==> src/rtl/spi_am_pkg.sv <==
package spi_am_pkg;
  localparam int DATA_W = 16;
  localparam int CS_W   = 6;
  localparam int ATTR_N = 8;
  localparam int ATTR_IW = $clog2(ATTR_N);
  localparam int FSZ_W  = 4;
  localparam int DIV_W  = 4;
  localparam int MIN_BITS = 4;

  typedef struct packed {
    logic [FSZ_W-1:0] fsz;
    logic             cpol;
    logic             cpha;
    logic [DIV_W-1:0] div;
  } attr_t;

  typedef struct packed {
    logic [DATA_W-1:0]  data;
    logic [ATTR_IW-1:0] sel;
    logic [CS_W-1:0]    cs;
    logic               cont;
  } cmd_t;

  localparam int CMD_W = $bits(cmd_t);
endpackage

==> src/rtl/spi_am_fifo.sv <==
module spi_am_fifo #(
  parameter int W     = 8,
  parameter int DEPTH = 4,
  localparam int LW   = $clog2(DEPTH + 1)
) (
  input  logic          clk,
  input  logic          rst_n,
  input  logic          push,
  input  logic [W-1:0]  din,
  input  logic          pop,
  output logic [W-1:0]  dout,
  output logic [LW-1:0] level
);
  localparam int AW = (DEPTH > 1) ? $clog2(DEPTH) : 1;

  logic [W-1:0]  mem_q [DEPTH];
  logic [AW-1:0] wp_q, wp_d, rp_q, rp_d;
  logic [LW-1:0] cnt_q, cnt_d;
  logic          do_wr, do_rd;

  assign do_wr = push && (cnt_q != LW'(DEPTH));
  assign do_rd = pop && (cnt_q != '0);

  always_comb begin
    wp_d  = wp_q;
    rp_d  = rp_q;
    cnt_d = cnt_q;
    if (do_wr) wp_d = (wp_q == AW'(DEPTH - 1)) ? '0 : wp_q + 1'b1;
    if (do_rd) rp_d = (rp_q == AW'(DEPTH - 1)) ? '0 : rp_q + 1'b1;
    case ({do_wr, do_rd})
      2'b10:   cnt_d = cnt_q + 1'b1;
      2'b01:   cnt_d = cnt_q - 1'b1;
      default: cnt_d = cnt_q;
    endcase
  end

  always_ff @(posedge clk or negedge rst_n) begin
    if (!rst_n) begin
      wp_q  <= '0;
      rp_q  <= '0;
      cnt_q <= '0;
    end else begin
      wp_q  <= wp_d;
      rp_q  <= rp_d;
      cnt_q <= cnt_d;
    end
  end

  always_ff @(posedge clk) begin
    if (do_wr) mem_q[wp_q] <= din;
  end

  assign dout  = mem_q[rp_q];
  assign level = cnt_q;
endmodule

==> src/rtl/spi_am_attr_bank.sv <==
module spi_am_attr_bank
  import spi_am_pkg::*;
(
  input  logic               clk,
  input  logic               rst_n,
  input  logic               we,
  input  logic [ATTR_IW-1:0] wsel,
  input  attr_t              wdata,
  input  logic [ATTR_IW-1:0] rsel,
  output attr_t              rdata
);
  attr_t bank_q [ATTR_N];

  generate
    for (genvar g = 0; g < ATTR_N; g++) begin : g_set
      always_ff @(posedge clk or negedge rst_n) begin
        if (!rst_n)                          bank_q[g] <= '0;
        else if (we && wsel == ATTR_IW'(g))  bank_q[g] <= wdata;
      end
    end
  endgenerate

  assign rdata = bank_q[rsel];
endmodule

==> src/rtl/spi_am_engine.sv <==
module spi_am_engine
  import spi_am_pkg::*;
(
  input  logic              clk,
  input  logic              rst_n,
  input  logic              cmd_valid,
  input  logic [DATA_W-1:0] cmd_data,
  input  logic [CS_W-1:0]   cmd_cs,
  input  logic              cmd_cont,
  input  attr_t             attr,
  input  logic              rx_room,
  input  logic              rx_room2,
  output logic              cmd_pop,
  output logic              rx_push,
  output logic [DATA_W-1:0] rx_word,
  output logic              sck,
  output logic              mosi,
  input  logic              miso,
  output logic [CS_W-1:0]   cs_n
);
  localparam int NB_W  = $clog2(DATA_W + 1);
  localparam int EG_W  = $clog2(2 * DATA_W);
  localparam int CNT_W = DIV_W + 1;

  typedef enum logic [1:0] {S_IDLE, S_SHIFT, S_TRAIL, S_GAP} st_t;

  st_t               st_q, st_d;
  logic [CNT_W-1:0]  cnt_q, cnt_d, half_q, half_d;
  logic [EG_W-1:0]   edge_q, edge_d, last_e;
  logic [NB_W-1:0]   nb_q, nb_d, ld_nb;
  logic [DATA_W-1:0] sr_q, sr_d, rx_q, rx_d, ld_sr;
  logic [CS_W-1:0]   cs_q, cs_d;
  logic              cpha_q, cpha_d, cont_q, cont_d;
  logic              mosi_q, mosi_d, sck_q, sck_d;
  logic              load, done, odd, smp, drv;

  // frame length: fsz+1 bits, small codes clamp to the minimum
  assign ld_nb  = (attr.fsz < FSZ_W'(MIN_BITS - 1)) ? NB_W'(MIN_BITS)
                                                     : NB_W'(attr.fsz) + 1'b1;
  assign ld_sr  = cmd_data << (NB_W'(DATA_W) - ld_nb);   // MSB-align
  assign last_e = EG_W'(2 * nb_q - 1);
  assign odd    = edge_q[0];
  assign smp    = cpha_q ? odd : !odd;
  assign drv    = cpha_q ? !odd : (odd && (edge_q != last_e));

  always_comb begin
    st_d   = st_q;   cnt_d  = cnt_q;  half_d = half_q; edge_d = edge_q;
    nb_d   = nb_q;   sr_d   = sr_q;   rx_d   = rx_q;   cs_d   = cs_q;
    cpha_d = cpha_q; cont_d = cont_q; mosi_d = mosi_q; sck_d  = sck_q;
    load   = 1'b0;
    done   = 1'b0;
    case (st_q)
      S_IDLE: begin
        if (cmd_valid && rx_room) load = 1'b1;
      end
      S_SHIFT: begin
        if (cnt_q == '0) begin
          cnt_d  = half_q;
          edge_d = edge_q + 1'b1;
          sck_d  = !sck_q;
          if (smp) rx_d = {rx_q[DATA_W-2:0], miso};
          if (drv) begin
            mosi_d = sr_q[DATA_W-1];
            sr_d   = sr_q << 1;
          end
          if (edge_q == last_e) st_d = S_TRAIL;
        end else begin
          cnt_d = cnt_q - 1'b1;
        end
      end
      S_TRAIL: begin
        if (cnt_q == '0) begin
          done = 1'b1;
          if (cont_q && cmd_valid && rx_room2) begin
            load = 1'b1;
          end else begin
            cs_d  = '0;
            cnt_d = half_q;
            st_d  = S_GAP;
          end
        end else begin
          cnt_d = cnt_q - 1'b1;
        end
      end
      default: begin
        if (cnt_q == '0) st_d = S_IDLE;
        else             cnt_d = cnt_q - 1'b1;
      end
    endcase
    if (load) begin
      st_d   = S_SHIFT;
      half_d = {attr.div, 1'b1};
      cnt_d  = {attr.div, 1'b1};
      edge_d = '0;
      nb_d   = ld_nb;
      rx_d   = '0;
      cs_d   = cmd_cs;
      cont_d = cmd_cont;
      cpha_d = attr.cpha;
      sck_d  = attr.cpol;
      if (attr.cpha) begin
        sr_d = ld_sr;
      end else begin
        mosi_d = ld_sr[DATA_W-1];
        sr_d   = ld_sr << 1;
      end
    end
  end

  always_ff @(posedge clk or negedge rst_n) begin
    if (!rst_n) begin
      st_q   <= S_IDLE; cnt_q  <= '0;   half_q <= '0;   edge_q <= '0;
      nb_q   <= '0;     sr_q   <= '0;   rx_q   <= '0;   cs_q   <= '0;
      cpha_q <= 1'b0;   cont_q <= 1'b0; mosi_q <= 1'b0; sck_q  <= 1'b0;
    end else begin
      st_q   <= st_d;   cnt_q  <= cnt_d;  half_q <= half_d; edge_q <= edge_d;
      nb_q   <= nb_d;   sr_q   <= sr_d;   rx_q   <= rx_d;   cs_q   <= cs_d;
      cpha_q <= cpha_d; cont_q <= cont_d; mosi_q <= mosi_d; sck_q  <= sck_d;
    end
  end

  assign cmd_pop = load;
  assign rx_push = done;
  assign rx_word = rx_q;
  assign sck     = sck_q;
  assign mosi    = mosi_q;
  assign cs_n    = ~cs_q;
endmodule

==> src/rtl/spi_attr_master.sv <==
module spi_attr_master
  import spi_am_pkg::*;
#(
  parameter int  FIFO_DEPTH = 4,
  localparam int LVL_W      = $clog2(FIFO_DEPTH + 1)
) (
  input  logic               clk,
  input  logic               rst_n,
  input  logic               attr_we,
  input  logic [ATTR_IW-1:0] attr_sel,
  input  logic [FSZ_W-1:0]   attr_fsz,
  input  logic               attr_cpol,
  input  logic               attr_cpha,
  input  logic [DIV_W-1:0]   attr_div,
  input  logic               cmd_push,
  input  logic [DATA_W-1:0]  cmd_data,
  input  logic [ATTR_IW-1:0] cmd_attr,
  input  logic [CS_W-1:0]    cmd_cs,
  input  logic               cmd_cont,
  input  logic               rx_pop,
  output logic [DATA_W-1:0]  rx_data,
  output logic [LVL_W-1:0]   tx_level,
  output logic [LVL_W-1:0]   rx_level,
  output logic               tx_ovf,
  output logic               eot,
  output logic               sck,
  output logic               mosi,
  input  logic               miso,
  output logic [CS_W-1:0]    cs_n
);
  cmd_t              push_cmd, head_cmd;
  logic [CMD_W-1:0]  head_raw;
  attr_t             wr_attr, cur_attr;
  logic              tx_full, cmd_pop, rx_push, ovf_q, ovf_d;
  logic [DATA_W-1:0] rx_word;

  assign push_cmd = '{data: cmd_data, sel: cmd_attr, cs: cmd_cs, cont: cmd_cont};
  assign head_cmd = cmd_t'(head_raw);
  assign wr_attr  = '{fsz: attr_fsz, cpol: attr_cpol, cpha: attr_cpha, div: attr_div};
  assign tx_full  = (tx_level == LVL_W'(FIFO_DEPTH));

  spi_am_fifo #(.W(CMD_W), .DEPTH(FIFO_DEPTH)) u_txq (
    .clk(clk), .rst_n(rst_n), .push(cmd_push), .din(push_cmd),
    .pop(cmd_pop), .dout(head_raw), .level(tx_level)
  );

  spi_am_attr_bank u_bank (
    .clk(clk), .rst_n(rst_n), .we(attr_we), .wsel(attr_sel), .wdata(wr_attr),
    .rsel(head_cmd.sel), .rdata(cur_attr)
  );

  spi_am_engine u_eng (
    .clk(clk), .rst_n(rst_n),
    .cmd_valid(tx_level != '0), .cmd_data(head_cmd.data),
    .cmd_cs(head_cmd.cs), .cmd_cont(head_cmd.cont), .attr(cur_attr),
    .rx_room(rx_level != LVL_W'(FIFO_DEPTH)),
    .rx_room2(rx_level < LVL_W'(FIFO_DEPTH - 1)),
    .cmd_pop(cmd_pop), .rx_push(rx_push), .rx_word(rx_word),
    .sck(sck), .mosi(mosi), .miso(miso), .cs_n(cs_n)
  );

  spi_am_fifo #(.W(DATA_W), .DEPTH(FIFO_DEPTH)) u_rxq (
    .clk(clk), .rst_n(rst_n), .push(rx_push), .din(rx_word),
    .pop(rx_pop), .dout(rx_data), .level(rx_level)
  );

  // sticky overflow on a push into a full queue
  assign ovf_d = ovf_q || (cmd_push && tx_full);

  always_ff @(posedge clk or negedge rst_n) begin
    if (!rst_n) ovf_q <= 1'b0;
    else        ovf_q <= ovf_d;
  end

  assign tx_ovf = ovf_q;
  assign eot    = rx_push;
endmodule

==> config.mk <==
export PLATFORM = sky130hd
export DESIGN_NAME = spi_attr_master
export DESIGN_NICKNAME = d
export VERILOG_FILES = /design/src/rtl/spi_am_pkg.sv /design/src/rtl/spi_am_fifo.sv /design/src/rtl/spi_am_attr_bank.sv /design/src/rtl/spi_am_engine.sv /design/src/rtl/spi_attr_master.sv
export SDC_FILE = /design/constraint.sdc
export NUM_CORES = 1
export LEC_CHECK = 0
export ABC_AREA = 0
export CORE_ASPECT_RATIO = 2
export CORE_MARGIN = 5
export CORE_UTILIZATION = 53
export DETAILED_ROUTE_END_ITERATION = 12
export DONT_BUFFER_PORTS = 1
export PLACE_DENSITY = 0.68
export SYNTH_ARGS = -nofsm -noshare
export SYNTH_HDL_FRONTEND = slang
export SYNTH_SLANG_ARGS = --single-unit
==> constraint.sdc <==
create_clock -name clk -period 6.5 [get_ports clk]
set_input_delay 1.3 -clock clk [delete_from_list [all_inputs] [get_ports clk]]
set_output_delay 1.3 -clock clk [all_outputs]
set_load 0.02 [all_outputs]
## Word level (Yosys, flattened, before mapping)

Memories as Yosys holds them, arrays and structs flattened.
Cells that the tools add are included.

- Register bits: 158
- RAM bits: 168
- Output and inout bits: 32
- Word-level logic and storage cells: 197
- Memories: 2

Memory list:

| name | words | width | read ports | clocked after memory_dff | write ports | line | RTL |
|---|---|---|---|---|---|---|---|
| u_txq.mem_q | 4 | 26 | 1 | 0 | 1 | spi_am_fifo.sv:16 | `logic [W-1:0] mem_q [DEPTH];` |
| u_rxq.mem_q | 4 | 16 | 1 | 0 | 1 | spi_am_fifo.sv:16 |  |

- $add $sub $neg: 13
- Magnitude comparators: 3
- Eq/ne operators: 28
- Shift operators: 1
- Mux-type cells: 59
- Bitwise operators: 2
- Reductions and logical operators: 38

Operator list:

| kind | number |
|---|---|
| $mux 16 | 9 |
| $mux 5 | 9 |
| $bmux 10 s3 | 1 |
| $mux 6 | 4 |
| $mux 10 | 2 |
| $mux 2 | 10 |
| $mux 1 | 19 |
| $logic_and 1x1->1 | 17 |
| $shl 16x5->16 | 1 |
| $eq 3x3->1 const B | 5 |
| $pmux 5 s3 | 1 |
| $eq 2x2->1 const B | 7 |
| $reduce_bool 2->1 | 7 |
| $pmux 3 s2 | 2 |
| $reduce_and 3->1 | 4 |
| $sub 5x1->5 const B | 2 |
| $ne 3x3->1 const B | 3 |
| $add 2x1->2 const B | 4 |
| $ne 4x4->1 const B | 2 |
| $add 3x1->3 const B | 2 |
| $eq 2x1->1 const B | 3 |
| $eq 3x2->1 const B | 2 |
| $not 6->6 | 1 |
| $pmux 2 s3 | 1 |
| 22 further kinds | 26 |

## Longest topological paths before layout

An unclocked memory read counts as a cell.

- Depth after elaboration: 11
- Gate-level depth with buffers: 23

## Modules after synthesis

From an unflattened synthesis, not the netlist that was laid out.

- Cell total of the unflattened synthesis: 964
- Area, all modules: 14969.4 sq um

By module, submodules not included:

| module | times used | cells an instance | area each (sq um) |
|---|---|---|---|
| spi_am_fifo at u_txq | 1 | 175 | 4254.1 |
| spi_am_engine | 1 | 448 | 4167.7 |
| spi_am_attr_bank | 1 | 210 | 3694.8 |
| spi_am_fifo at u_rxq | 1 | 124 | 2796.4 |
| spi_attr_master | 1 | 7 | 56.3 |

## Least setup slack after synthesis

OpenSTA, ideal clock, no wires.

- Path type: reg2reg
- Start point: reg u_txq.rp_q[0]
- End point: reg u_eng.sr_q[9]
- Setup time: 0.140 ns
- Arrival time: 4.718 ns
- Setup slack: 1.642 ns
- Stages on the path, launching flop included: 22
- Buffers on the path: 5
- Clock period less this slack: 4.858 ns
- Path through: dfrtp_1 -> buf_6 -> mux4_2 -> buf_6 -> buf_6 -> mux2i_1 -> o22ai_1 -> nor2_2 -> inv_1 -> ha_1 -> clkbuf_1 -> o31ai_1 -> ha_1 -> clkbuf_1 -> nand2_1 -> nor3_1 -> a21oi_4 -> nand2_8 -> mux2_2 -> mux4_2 -> o211ai_1 -> a41oi_1

- Longest elaborated chain between the ends: 11
- Elaborated cells on any way between the ends: 12
- Classes of those cells: add/sub: 2; order compare: 1; shift: 1; mux: 6; bitwise: 1; memory: 1

RTL lines:

| element | line | RTL |
|---|---|---|
| start, declared | spi_am_fifo.sv:17 | `logic [AW-1:0] wp_q, wp_d, rp_q, rp_d;` |
| start signal, assigned | spi_am_fifo.sv:44 | `rp_q <= rp_d;` |
| $mem_v2 4x26 (*) | n/a |  |
| $not 3->4 (implied by the code) | spi_am_attr_bank.sv:23 | `assign rdata = bank_q[rsel];` |
| $bmux 10 s3 | spi_am_attr_bank.sv:23 |  |
| $mux 10 (implied by the code) (2 in a row) | spi_am_attr_bank.sv:23 |  |
| $add 4x1->5 or $lt 4x2->1 (tied branches) | spi_am_engine.sv:39, spi_am_engine.sv:38 |  |
| $mux 5 | spi_am_engine.sv:38 | `assign ld_nb = (attr.fsz < FSZ_W'(MIN_BITS - 1)) ? NB_W'(MIN_BITS)` |
| $sub 5x5->5 | spi_am_engine.sv:40 | `assign ld_sr = cmd_data << (NB_W'(DATA_W) - ld_nb);` |
| $shl 16x5->16 | spi_am_engine.sv:40 |  |
| $mux 16 (*) | spi_am_engine.sv:101 | `if (attr.cpha) begin` |
| $mux 16 (*) | spi_am_engine.sv:90 | `if (load) begin` |
| end signal, assigned | spi_am_engine.sv:117 | `nb_q <= nb_d; sr_q <= sr_d; rx_q <= rx_d; cs_q <= cs_d;` |
| end, declared | spi_am_engine.sv:31 | `logic [DATA_W-1:0] sr_q, sr_d, rx_q, rx_d, ld_sr;` |

Mark *: on every way between the ends. The rest lies on a longest branch, timed or not. The select of a mux whose other input is x is not followed.
A chain may end at the register's enable or synchronous reset.

## Final worst setup path

- Start point: reg u_txq.rp_q[0]
- End point: reg u_eng.sr_q[12]

Same word-level chain as after synthesis.

==> results.md <==
* ANT cells at 0
* Post-synth EDFFs at 168
* Via density per instance at approximately 6.0
* Outcome: complete, no violations
* # rows at 87
* Mapped Area at roughly 15000 um^2
* YS warnings at 0
* Max-Cap Viols at 0
* Core footprint at 28000 um^2
* Final Setup Violations at 0
* CP top delay family: multiplexers
* Final period util at 0.902
* Drt drc at 0
* CP max stage delay at between 0.9 and 1 ns
* Max-slew headroom at 0.374
* Clk buf depth at 3
* Top post-synthesis cells by count: edfxtp_1 (168), dfrtp_1 (158), nand2_1 (89)
* Overall Global Routing Usage at 0.193
* Clock root buffer: clkbuf_16
* Nets@finish at 1118
* Fin Setup TNS at 0 ns
* Final hold vios at 0
* Pin count of the biggest net entering global routing at 159
* Post-CTS setup buffer count at 0
* Vias in the first global route at 9066
* Finished Cell Area at approximately 16000 um^2
* Syn-to-layout area delta at 8.81%
* # IOs at 77
* Hold Path Class: input pin to async pin
* Clk pin slew, worst setup/hold paths at about 0.070 ns
* CP Max Fanout at 28
* Post-DRT Antenna Nets at 0
* Placed cell count at around 1.4k
* DR WL/cell at between 20 and 25 um
* Die W at 129 um
* Post-synth top area share at 0.338
* WHS at between 0.4 and 0.5 ns
* Post-synth ARST share at 0.485
* Final WL at 30200 um
* Clock Skew at 0.0136 ns
* Crit Path Category: register to register
* Port Buf Inserts at 0
* Non-Filler Instances at 1429
* CP Cell Sequence: mux4_2, mux2i_1, o22ai_1, nor2_2, inv_1, ha_1, o31ai_1, ha_1, nor2b_1, o22ai_1, o31ai_4, nor2_1, a21oi_1, mux4_2, nand2b_4, a41oi_2
* Post-synthesis sequential area ratio at 0.603
* Initial Util at 0.533
* Synthesized flop and latch total at 326
* Total CTS buffers at 29
* Most common cell in the netlist: edfxtp_1
* Synth Area per Inst at around 14 um^2
* Crit path buf inv count at 1
* Mapped Cells at 1053
* Routability cong. at 0.910
* Unique cell type count in the Yosys netlist at between 70 and 80
* Post_cts resized at 0
* Die Ht at 247 um
* Die area at 31800 um^2
* 1st-pass router iterations at 5
* CP Capture Type: register
* Hold Buf Count CTS at 0
* Placed inst area at 15200 um^2
* Initial antenna violation count at 0
* CP startpoint kind: register
* Worst Path Arrival at 6.34 ns
* CTS tree: built
* Fmax at 0.171 GHz
* WP data required at around 7 ns
* # fillers at 2114
* CP max-delay cell: mux4_2
* Final Max Tran Viols at 0
* First-pass GRT wire length at 48600 um
* Fin crit period at approximately 5.9 ns
* Most used DFF post-synth: edfxtp_1
* Least-Margin Pin Slew at 0.915 ns
* Layout cells sized above 1 at 0.212
* Skew-Pair Late Insertion Delay at 0.56 ns
* Synth area leader: edfxtp_1
* Sink Count at approximately 330
* Placed wire-length estimate at 20000 um
* Vias after detailed routing at roughly 8.6k
* CTS H-Tree Depth at 1
* Syn_nets at 1121
* Top post-synthesis cells by area: edfxtp_1 (34%), dfrtp_1 (27%), mux4_2 (8.6%), mux2_2 (6.4%), mux2i_1 (2.6%)
* Remaining Overflow, GRT at 0
* Initial DRC Count at 494
* RSZ-0062 raised after global routing: false
[worst paths after layout]
path                            startpoint               to  slack [ns]  depth (start not counted)
max                          u_txq.rp_q[0]   u_eng.sr_q[12]        0.64                         16
max in group asynchronous            rst_n    u_txq.rp_q[0]        5.73                          0
max reg2reg                  u_txq.rp_q[0]   u_eng.sr_q[12]        0.64                         16
min reg2reg                u_eng.half_q[0]  u_eng.half_q[0]        0.48                          1
min                                  rst_n   u_txq.level[0]        0.43                          0
min in group clk           u_eng.half_q[0]  u_eng.half_q[0]        0.48                          1
[routing by layer]
layer | vias to the layer above | global-route usage | wire [um]
met3 | 62 | 0.0326 | 1470
li1 | 3959 | - | -
met2 | 212 | 0.342 | 15800
met4 | 0 | 0.0628 | 886
met1 | 4389 | 0.238 | 12100
met5 | - | 0 | 0
[cell usage in the layout, fill, tap and decap left out, types with 17 or more instances in the layout]
cell type / synthesis / final
dfrtp_1: 158 / 157
edfxtp_1: 168 / 168
clkbuf_16: 0 / 29
a21oi_1: 41 / 41
ha_1: 21 / 21
mux4_2: 57 / 57
mux2i_1: 38 / 38
nor2_1: 57 / 57
mux2_2: 85 / 85
nor3_1: 17 / 17
nand2_1: 89 / 89
inv_1: 34 / 33
o21ai_0: 44 / 44
[final cells by class]
| cell class | instances | area, um^2 | area share |
|---|---|---|---|
| clock buffers | 36 | 772 | 0.0476 |
| clock inverters | 18 | 210 | 0.0130 |
| inverters | 35 | 131 | 0.00810 |
| multi-input cells | 642 | 5550 | 0.342 |
| flip-flops and latches | 326 | 9000 | 0.555 |
| well taps | 356 | 445 | 0.0275 |
| repair buffers | 16 | 120 | 0.00740 |
[kinds of logic after synthesis]
| logic type | Yosys count | synth area share |
|---|---|---|
| adder cells (fa/ha/maj) | 23 | 0.0203 |
| multiplexers | 186 | 0.185 |
| XOR/XNOR | 17 | 0.00999 |
| AO/OA/AOI/OAI | 172 | 0.0768 |
| buffers and inverters | 85 | 0.0246 |
| AND/OR/NAND/NOR | 244 | 0.0798 |
| flip-flops | 326 | 0.603 |
[state kept, by name, indices dropped and copies added, names as in the netlist, 4 cells and up]
register       count
u_txq.mem_q      104
u_bank.bank_q     80
u_rxq.mem_q       64
u_eng.rx_word     16
u_eng.sr_q        16
u_eng.cs_q         6
u_eng.cnt_q        5
u_eng.edge_q       5
u_eng.half_q       5
u_eng.nb_q         4
[stage by stage]
step	util	setup WS (ns)
after global placement	0.545	0.948
final	0.580	0.639
after detailed placement	0.545	0.695
after global routing	0.580	0.162
after floorplan	-	1.64
after CTS	0.580	0.656
Power is not shown: default switching activity piles up to over one toggle a cycle in this logic, so the estimate is an artifact.
